### src/rtl/dma_chan_pkg.sv
package dma_chan_pkg;

    localparam int DATA_W = 32;

    // control register bit positions
    localparam int CB_RUN    = 0;
    localparam int CB_ABORT  = 1;
    localparam int CB_ERR_IE = 2;
    localparam int CB_EOL_IE = 3;

    typedef enum logic [1:0] {
        REG_CTRL = 2'd0,
        REG_STAT = 2'd1,
        REG_PTR  = 2'd2,
        REG_CNT  = 2'd3
    } reg_sel_e;

    typedef enum logic [2:0] {
        EN_IDLE,
        EN_FETCH,
        EN_READ,
        EN_WRITE,
        EN_HALT
    } eng_state_e;

    typedef struct packed {
        logic eol_ie;
        logic err_ie;
        logic run;
    } ctrl_t;

    // sticky status flags; packed so flags map to status bits [5:2]
    typedef struct packed {
        logic xfer_err;
        logic prog_err;
        logic desc_done;
        logic end_list;
    } flags_t;

    function automatic logic [DATA_W-1:0] ctrl_image(ctrl_t c);
        return {{(DATA_W-4){1'b0}}, c.eol_ie, c.err_ie, 1'b0, c.run};
    endfunction

endpackage

### src/rtl/dma_chan_regs.sv
module dma_chan_regs
    import dma_chan_pkg::*;
(
    input  logic              clk,
    input  logic              rst,
    input  logic              cfg_we,
    input  logic [1:0]        cfg_addr,
    input  logic [5:0]        wbits,
    input  logic [DATA_W-1:0] ptr_ext,
    input  logic [DATA_W-1:0] cnt_ext,
    input  logic              busy,
    input  logic              halted,
    input  flags_t            ev,
    output logic              go,
    output logic              stop,
    output logic              abort,
    output logic              ptr_we,
    output flags_t            flags_q,
    output logic [DATA_W-1:0] cfg_rdata,
    output logic              irq
);

    ctrl_t ctrl_q;
    logic  wr_ctrl;
    logic  wr_stat;

    assign wr_ctrl = cfg_we && (cfg_addr == REG_CTRL);
    assign wr_stat = cfg_we && (cfg_addr == REG_STAT);
    assign ptr_we  = cfg_we && (cfg_addr == REG_PTR);

    assign go    = wr_ctrl && wbits[CB_RUN] && !ctrl_q.run && !busy;
    assign stop  = wr_ctrl && !wbits[CB_RUN] && ctrl_q.run;
    assign abort = wr_ctrl && wbits[CB_ABORT];

    always_ff @(posedge clk) begin
        if (rst) begin
            ctrl_q  <= '0;
            flags_q <= '0;
        end else begin
            if (wr_ctrl) begin
                ctrl_q.run    <= wbits[CB_RUN];
                ctrl_q.err_ie <= wbits[CB_ERR_IE];
                ctrl_q.eol_ie <= wbits[CB_EOL_IE];
            end
            flags_q <= (flags_q & ~(wr_stat ? flags_t'(wbits[5:2]) : flags_t'(4'b0))) | ev;
        end
    end

    always_comb begin
        case (reg_sel_e'(cfg_addr))
            REG_CTRL: cfg_rdata = ctrl_image(ctrl_q);
            REG_STAT: cfg_rdata = {{(DATA_W-6){1'b0}}, flags_q, halted, busy};
            REG_PTR:  cfg_rdata = ptr_ext;
            default:  cfg_rdata = cnt_ext;
        endcase
    end

    assign irq = (ctrl_q.err_ie && (flags_q.prog_err || flags_q.xfer_err))
              || (ctrl_q.eol_ie && flags_q.end_list);

endmodule

### src/rtl/dma_chan_engine.sv
module dma_chan_engine
    import dma_chan_pkg::*;
#(
    parameter int ADDR_W    = 16,
    parameter int MAX_COUNT = 16,
    localparam int CNT_W    = $clog2(MAX_COUNT + 1)
) (
    input  logic              clk,
    input  logic              rst,
    input  logic              go,
    input  logic              stop,
    input  logic              abort,
    input  logic              ptr_we,
    input  logic [ADDR_W-1:0] ptr_wdata,
    output logic              mem_req,
    output logic              mem_we,
    output logic [ADDR_W-1:0] mem_addr,
    output logic [DATA_W-1:0] mem_wdata,
    input  logic [DATA_W-1:0] mem_rdata,
    input  logic              mem_ack,
    input  logic              mem_err,
    output logic              busy,
    output logic              halted,
    output flags_t            ev,
    output logic [ADDR_W-1:0] ptr_q,
    output logic [CNT_W-1:0]  cnt_q
);

    eng_state_e        state;
    logic [1:0]        fidx;
    logic [ADDR_W-1:0] src_q, dst_q, link_q;
    logic [DATA_W-1:0] hold_q;
    logic              hit, bad, last_word, bad_count;
    logic              unused_link;

    assign unused_link = link_q[1];
    assign busy      = (state != EN_IDLE);
    assign halted    = (state == EN_HALT);
    assign hit       = mem_req && mem_ack && !mem_err;
    assign bad       = mem_req && mem_err;
    assign last_word = (cnt_q == CNT_W'(1));
    assign bad_count = (mem_rdata == '0) || (mem_rdata > DATA_W'(MAX_COUNT));

    always_comb begin
        mem_req   = (state == EN_FETCH) || (state == EN_READ) || (state == EN_WRITE);
        mem_we    = (state == EN_WRITE);
        mem_wdata = hold_q;
        case (state)
            EN_FETCH: mem_addr = {ptr_q[ADDR_W-1:2], fidx};
            EN_READ:  mem_addr = src_q;
            EN_WRITE: mem_addr = dst_q;
            default:  mem_addr = '0;
        endcase
    end

    // completion events, visible to the status register in the same cycle
    always_comb begin
        ev = '0;
        if (!stop && !abort) begin
            if (bad) begin
                ev.xfer_err = 1'b1;
            end else if (hit) begin
                if (state == EN_FETCH && fidx == 2'd3 && bad_count)
                    ev.prog_err = 1'b1;
                if (state == EN_WRITE && last_word) begin
                    ev.desc_done = 1'b1;
                    ev.end_list  = link_q[0];
                end
            end
        end
    end

    always_ff @(posedge clk) begin
        if (rst) begin
            state  <= EN_IDLE;
            fidx   <= '0;
            src_q  <= '0;
            dst_q  <= '0;
            link_q <= '0;
            hold_q <= '0;
            ptr_q  <= '0;
            cnt_q  <= '0;
        end else if (stop && state != EN_IDLE) begin
            state <= EN_IDLE;
        end else if (abort && state != EN_IDLE) begin
            state <= EN_HALT;
        end else begin
            case (state)
                EN_IDLE: begin
                    if (ptr_we) ptr_q <= ptr_wdata;
                    if (go) begin
                        state <= EN_FETCH;
                        fidx  <= '0;
                    end
                end
                EN_FETCH: begin
                    if (bad) begin
                        state <= EN_IDLE;
                    end else if (hit) begin
                        fidx <= fidx + 2'd1;
                        case (fidx)
                            2'd0: src_q  <= mem_rdata[ADDR_W-1:0];
                            2'd1: dst_q  <= mem_rdata[ADDR_W-1:0];
                            2'd2: link_q <= mem_rdata[ADDR_W-1:0];
                            default: begin
                                if (bad_count) begin
                                    cnt_q <= '0;
                                    state <= EN_IDLE;
                                end else begin
                                    cnt_q <= mem_rdata[CNT_W-1:0];
                                    state <= EN_READ;
                                end
                            end
                        endcase
                    end
                end
                EN_READ: begin
                    if (bad) begin
                        state <= EN_IDLE;
                    end else if (hit) begin
                        hold_q <= mem_rdata;
                        state  <= EN_WRITE;
                    end
                end
                EN_WRITE: begin
                    if (bad) begin
                        state <= EN_IDLE;
                    end else if (hit) begin
                        src_q <= src_q + ADDR_W'(1);
                        dst_q <= dst_q + ADDR_W'(1);
                        cnt_q <= cnt_q - CNT_W'(1);
                        if (!last_word) begin
                            state <= EN_READ;
                        end else if (link_q[0]) begin
                            state <= EN_IDLE;
                        end else begin
                            ptr_q <= {link_q[ADDR_W-1:2], 2'b00};
                            fidx  <= '0;
                            state <= EN_FETCH;
                        end
                    end
                end
                default: state <= EN_HALT;
            endcase
        end
    end

endmodule

### src/rtl/dma_link_chan.sv
module dma_link_chan
    import dma_chan_pkg::*;
#(
    parameter int ADDR_W    = 16,
    parameter int MAX_COUNT = 16
) (
    input  logic              clk,
    input  logic              rst,
    input  logic              cfg_we,
    input  logic [1:0]        cfg_addr,
    input  logic [31:0]       cfg_wdata,
    output logic [31:0]       cfg_rdata,
    output logic              mem_req,
    output logic              mem_we,
    output logic [ADDR_W-1:0] mem_addr,
    output logic [31:0]       mem_wdata,
    input  logic [31:0]       mem_rdata,
    input  logic              mem_ack,
    input  logic              mem_err,
    output logic              irq
);

    localparam int CNT_W = $clog2(MAX_COUNT + 1);

    logic              go, stop, abort, ptr_we, busy, halted;
    flags_t            ev, flags_q;
    logic [ADDR_W-1:0] ptr_q;
    logic [CNT_W-1:0]  cnt_q;
    logic              ev_eol;
    logic [3:0]        flag_bits;
    logic              unused_cfg;

    assign unused_cfg = &{1'b0, cfg_wdata};
    assign ev_eol     = ev.end_list;
    assign flag_bits  = flags_q;

    dma_chan_regs u_regs (
        .clk       (clk),
        .rst       (rst),
        .cfg_we    (cfg_we),
        .cfg_addr  (cfg_addr),
        .wbits     (cfg_wdata[5:0]),
        .ptr_ext   (DATA_W'(ptr_q)),
        .cnt_ext   (DATA_W'(cnt_q)),
        .busy      (busy),
        .halted    (halted),
        .ev        (ev),
        .go        (go),
        .stop      (stop),
        .abort     (abort),
        .ptr_we    (ptr_we),
        .flags_q   (flags_q),
        .cfg_rdata (cfg_rdata),
        .irq       (irq)
    );

    dma_chan_engine #(
        .ADDR_W    (ADDR_W),
        .MAX_COUNT (MAX_COUNT)
    ) u_engine (
        .clk       (clk),
        .rst       (rst),
        .go        (go),
        .stop      (stop),
        .abort     (abort),
        .ptr_we    (ptr_we),
        .ptr_wdata (cfg_wdata[ADDR_W-1:0]),
        .mem_req   (mem_req),
        .mem_we    (mem_we),
        .mem_addr  (mem_addr),
        .mem_wdata (mem_wdata),
        .mem_rdata (mem_rdata),
        .mem_ack   (mem_ack),
        .mem_err   (mem_err),
        .busy      (busy),
        .halted    (halted),
        .ev        (ev),
        .ptr_q     (ptr_q),
        .cnt_q     (cnt_q)
    );

endmodule

### config.mk
export PLATFORM = sky130hd
export DESIGN_NAME = dma_link_chan
export DESIGN_NICKNAME = d
export VERILOG_FILES = /design/src/rtl/dma_chan_pkg.sv /design/src/rtl/dma_chan_regs.sv /design/src/rtl/dma_chan_engine.sv /design/src/rtl/dma_link_chan.sv
export SDC_FILE = /design/constraint.sdc
export NUM_CORES = 1
export LEC_CHECK = 0
export BUFFER_PORTS_ARGS = -buffer_cell sky130_fd_sc_hd__buf_2
export CORE_MARGIN = 4
export CORE_UTILIZATION = 40
export DETAILED_ROUTE_END_ITERATION = 16
export MAX_ROUTING_LAYER = met4
export PLACE_DENSITY = 0.73
export SYNTH_ARGS = -nofsm -noshare
export SYNTH_HDL_FRONTEND = slang
export SYNTH_HIERARCHICAL = 1
export SYNTH_SLANG_ARGS = --single-unit
### constraint.sdc
create_clock -name clk -period 3.21 [get_ports clk]
set_clock_uncertainty 0.1 [all_clocks]
set_input_delay 0.321 -clock clk [delete_from_list [all_inputs] [get_ports clk]]
set_output_delay 0.321 -clock clk [all_outputs]
set_load 0.05 [all_outputs]
==> impl_metrics.csv <==
group,metric,value,unit
outcome,status,"finished, final reports clean",
floorplanning,die_x,136.2,µm
place,dpl.hpwl,14520,µm
synthesis,postSynthCellCount,873,
drt,drt_iter0_drc,806,
worst_setup_path,r2r-end,"u_engine/cnt_q[3]$_SDFFE_PP0P_",
cts,post_cts_buffers,0,
timing,setup_tns,0,ns
pwr,power.total,3.137,mW
place,dp_cells,1202,
cts,clock_path_buffers,2,
worst_setup_path,reg2reg_from,"u_engine/state[2]$_SDFFE_PP0P_",
worst_setup_path,r2r_slack,0.64,ns
global_route,grtUsageTotal,21.86,%
floorplanning,fp.dieH,136.2,µm
worst_setup_path,r2r_cells,6,
cts,holdBufCountCts,0,
timing,final-max-slew-violation-count,0,
cts,clock_latency,0.37,ns
synthesis,synth.most_common_cell,"nand2_1",
place,place_congestion,0.9015,
worst_setup_path,crit_path_end,"mem_addr[15]",
synthesis,synthTopCellsByCount,"nand2_1, dfxtp_1, a21oi_1",
cells_and_area,area_growth,18.20,%
timing,worst_pin_slew,0.9658,ns
floorplanning,num_rows,46,
global_route,gr-total-overflow,0,
floorplanning,core_area,0.01600,mm²
timing,relSlewSlack,35.48,%
drt,drt_pass1_iterations,5,
drt,postRouteAntennaNets,0,
global_route,grt_max_degree,74,
drt,vias,6784,
floorplanning,start_util,41.12,%
cells_and_area,fin_cells,1218,
worst_setup_path,cp_max_fo,23,
timing,finalHoldViolCount,0,
global_route,antenna_found_initial,0,
worst_setup_path,required,2.79,ns
drt,wl_per_cell,16.58,µm
cells_and_area,diodes,0,
place,io_buffers,121,
timing,fin_crit_sh,81.73,%
cts,cts_max_level,3,
synthesis,yosys_warnings,6,
timing,rsz0062_at_grt,"false",
synthesis,synth_top_flop_cell,"dfxtp_1",
timing,fin_ws,0.5865,ns
cts,cts_resized,0,
cts,cts_root_buf,"clkbuf_16",
timing,finalSetupViolCount,0,
worst_setup_path,endpoint_kind,"output pin",
synthesis,synth_area_leaders,"dfxtp_1, nand2_1, a21oi_1",
synthesis,avgSynthCellArea,7.536,µm²
worst_setup_path,arrival,2.20,ns
place,place_ws,0.4400,ns
flow_run,max_cap_violations,0,
cts,clkTransAtPathRegs,0.08,ns
worst_hold_path,hp-class,"input port to flip-flop",
worst_hold_path,min-delay-start,"cfg_wdata[5]",
timing,worst_hold_slack,0.07779,ns
timing,final.min_clock_period,2.624,ns
worst_hold_path,whs_path_depth,2,
cells_and_area,nets,1077,
worst_setup_path,critPathKind,"flip-flop to output pin",
global_route,grt_pass1_wl,31480,µm
synthesis,synthesis.area,0.006579,mm²
synthesis,ys_seq_area_share,34.08,%
global_route,first_global_vias,6021,
cells_and_area,drive_gt1_share,18.86,%
floorplanning,die_area,0.01856,mm²
worst_setup_path,startpoint,"u_engine/state[1]$_SDFFE_PP0P_",
floorplanning,io_pins,154,
worst_setup_path,cp-start-kind,"flip-flop",
synthesis,synth_area_leader_cell,"dfxtp_1",
pwr,power.density,403.5,mW/mm²
pwr,ir_drop,0.0003085,V
synthesis,synth-edff-count,0,
cts,numCtsBuffers,9,
cts,cts_tree,"yes",
drt,viasPerCell,5.570,
drt,drc,0,
synthesis,synthDistinctLibCells,65,
cts,cts_num_sinks,112,
pwr,power_leakage,3.052,nW
synthesis,async_flop_share,0,%
drt,wirelength,20200,µm
timing,fmax,381.2,MHz
synthesis,synth-seq-cells,112,
synthesis,synth_top_area_share,34.08,%
-- critical path, stage by stage, from the launching register on --
cell	delay, ns
dfxtp_1	0.47
buf_4	0.35
mux2_2	0.39
a21oi_1	0.31
nor2_1	0.07
buf_2	0.24
-- cells in the final DEF, fill, tap and decap left out, types with 4 or more instances in the layout --
| master | n |
|---|---|
| nand3_1 | 35 |
| conb_1 | 43 |
| and2_1 | 8 |
| mux2_2 | 14 |
| nand2b_1 | 12 |
| nor4_1 | 13 |
| a211oi_1 | 9 |
| nand4_1 | 10 |
| a311oi_1 | 20 |
| buf_4 | 22 |
| nand2_1 | 161 |
| nand3b_1 | 16 |
| o21ai_0 | 31 |
| nor3_1 | 20 |
| a21oi_1 | 101 |
| dfxtp_1 | 112 |
| nor2_1 | 61 |
| or3_1 | 6 |
| and3_1 | 12 |
| buf_2 | 120 |
| o32ai_1 | 4 |
| mux2i_1 | 29 |
| a22o_1 | 4 |
| clkbuf_16 | 9 |
| nor2b_1 | 27 |
| inv_1 | 16 |
| ha_1 | 9 |
| a22oi_1 | 5 |
| a31oi_1 | 13 |
-- sequential cells by signal, indices dropped and copies added (netlist names) --
register            cells
u_engine/ptr_q         16
u_engine/src_q         16
u_engine/link_q        15
u_engine/mem_wdata     32
u_regs/flags_q          4
u_engine/cnt_q          5
u_engine/dst_q         16
u_engine/fidx           2
u_engine/state          3
u_regs/ctrl_q           3
-- where the power goes --
group	total (mW)	internal [mW]	switching [mW]
registers	1.46	1.42	0.0439
logic	0.521	0.169	0.352
clock network	1.15	0.557	0.597
-- cells by family after synthesis --
| logic type | after synthesis | synth area share [%] |
|---|---|---|
| buf+inv | 89 | 6.086 |
| fa+ha+maj | 9 | 1.712 |
| simple gates | 399 | 29.57 |
| xor+xnor | 4 | 0.5326 |
| other cells | 1 | 0.05700 |
| mux | 49 | 8.406 |
| compound gates | 210 | 19.55 |
| flops | 112 | 34.08 |
-- area by class of cell --
type / instances / area (µm²)
Clock buffer: 9 / 225.2
Fill cell: 1627 / 8224
Inverter: 17 / 63.81
Clock inverter: 7 / 85.08
Sequential cell: 112 / 2242
Tap cell: 216 / 270.3
Multi-Input combinational cell: 714 / 4104
Timing Repair Buffer: 143 / 785.8
-- layer usage --
metal | part of all wire [%] | up-vias | global-route usage, %
met1 | 44 | 3121 | 29.78
li1 | - | 3313 | -
met3 | 9.3 | 24 | 4.996
met4 | 1.8 | 0 | 6.047
met2 | 45 | 326 | 32.61
met5 | 0 | - | -
-- stage by stage --
stage	cell area [µm²]	utilization [%]
floorplan	6736	-
detailed placement	7466	46.66
global placement	7466	46.66
finish	7776	48.60
CTS	7776	48.60
global route	7776	48.60
-- worst min-delay path by stage --
stage | end | slack [ns]
after global routing | u_engine/mem_wdata[22]$_SDFFE_PP0P_ | 0.08
after floorplan | u_regs/flags_q[0]$_SDFF_PP0_ | 0.33
after CTS | u_regs/flags_q[2]$_SDFF_PP0_ | 0.07
final | u_regs/flags_q[3]$_SDFF_PP0_ | 0.08
after detailed placement | u_engine/mem_wdata[29]$_SDFFE_PP0P_ | 0.35
after global placement | u_engine/mem_wdata[10]$_SDFFE_PP0P_ | 0.34
(Power assumes the default switching activity.)
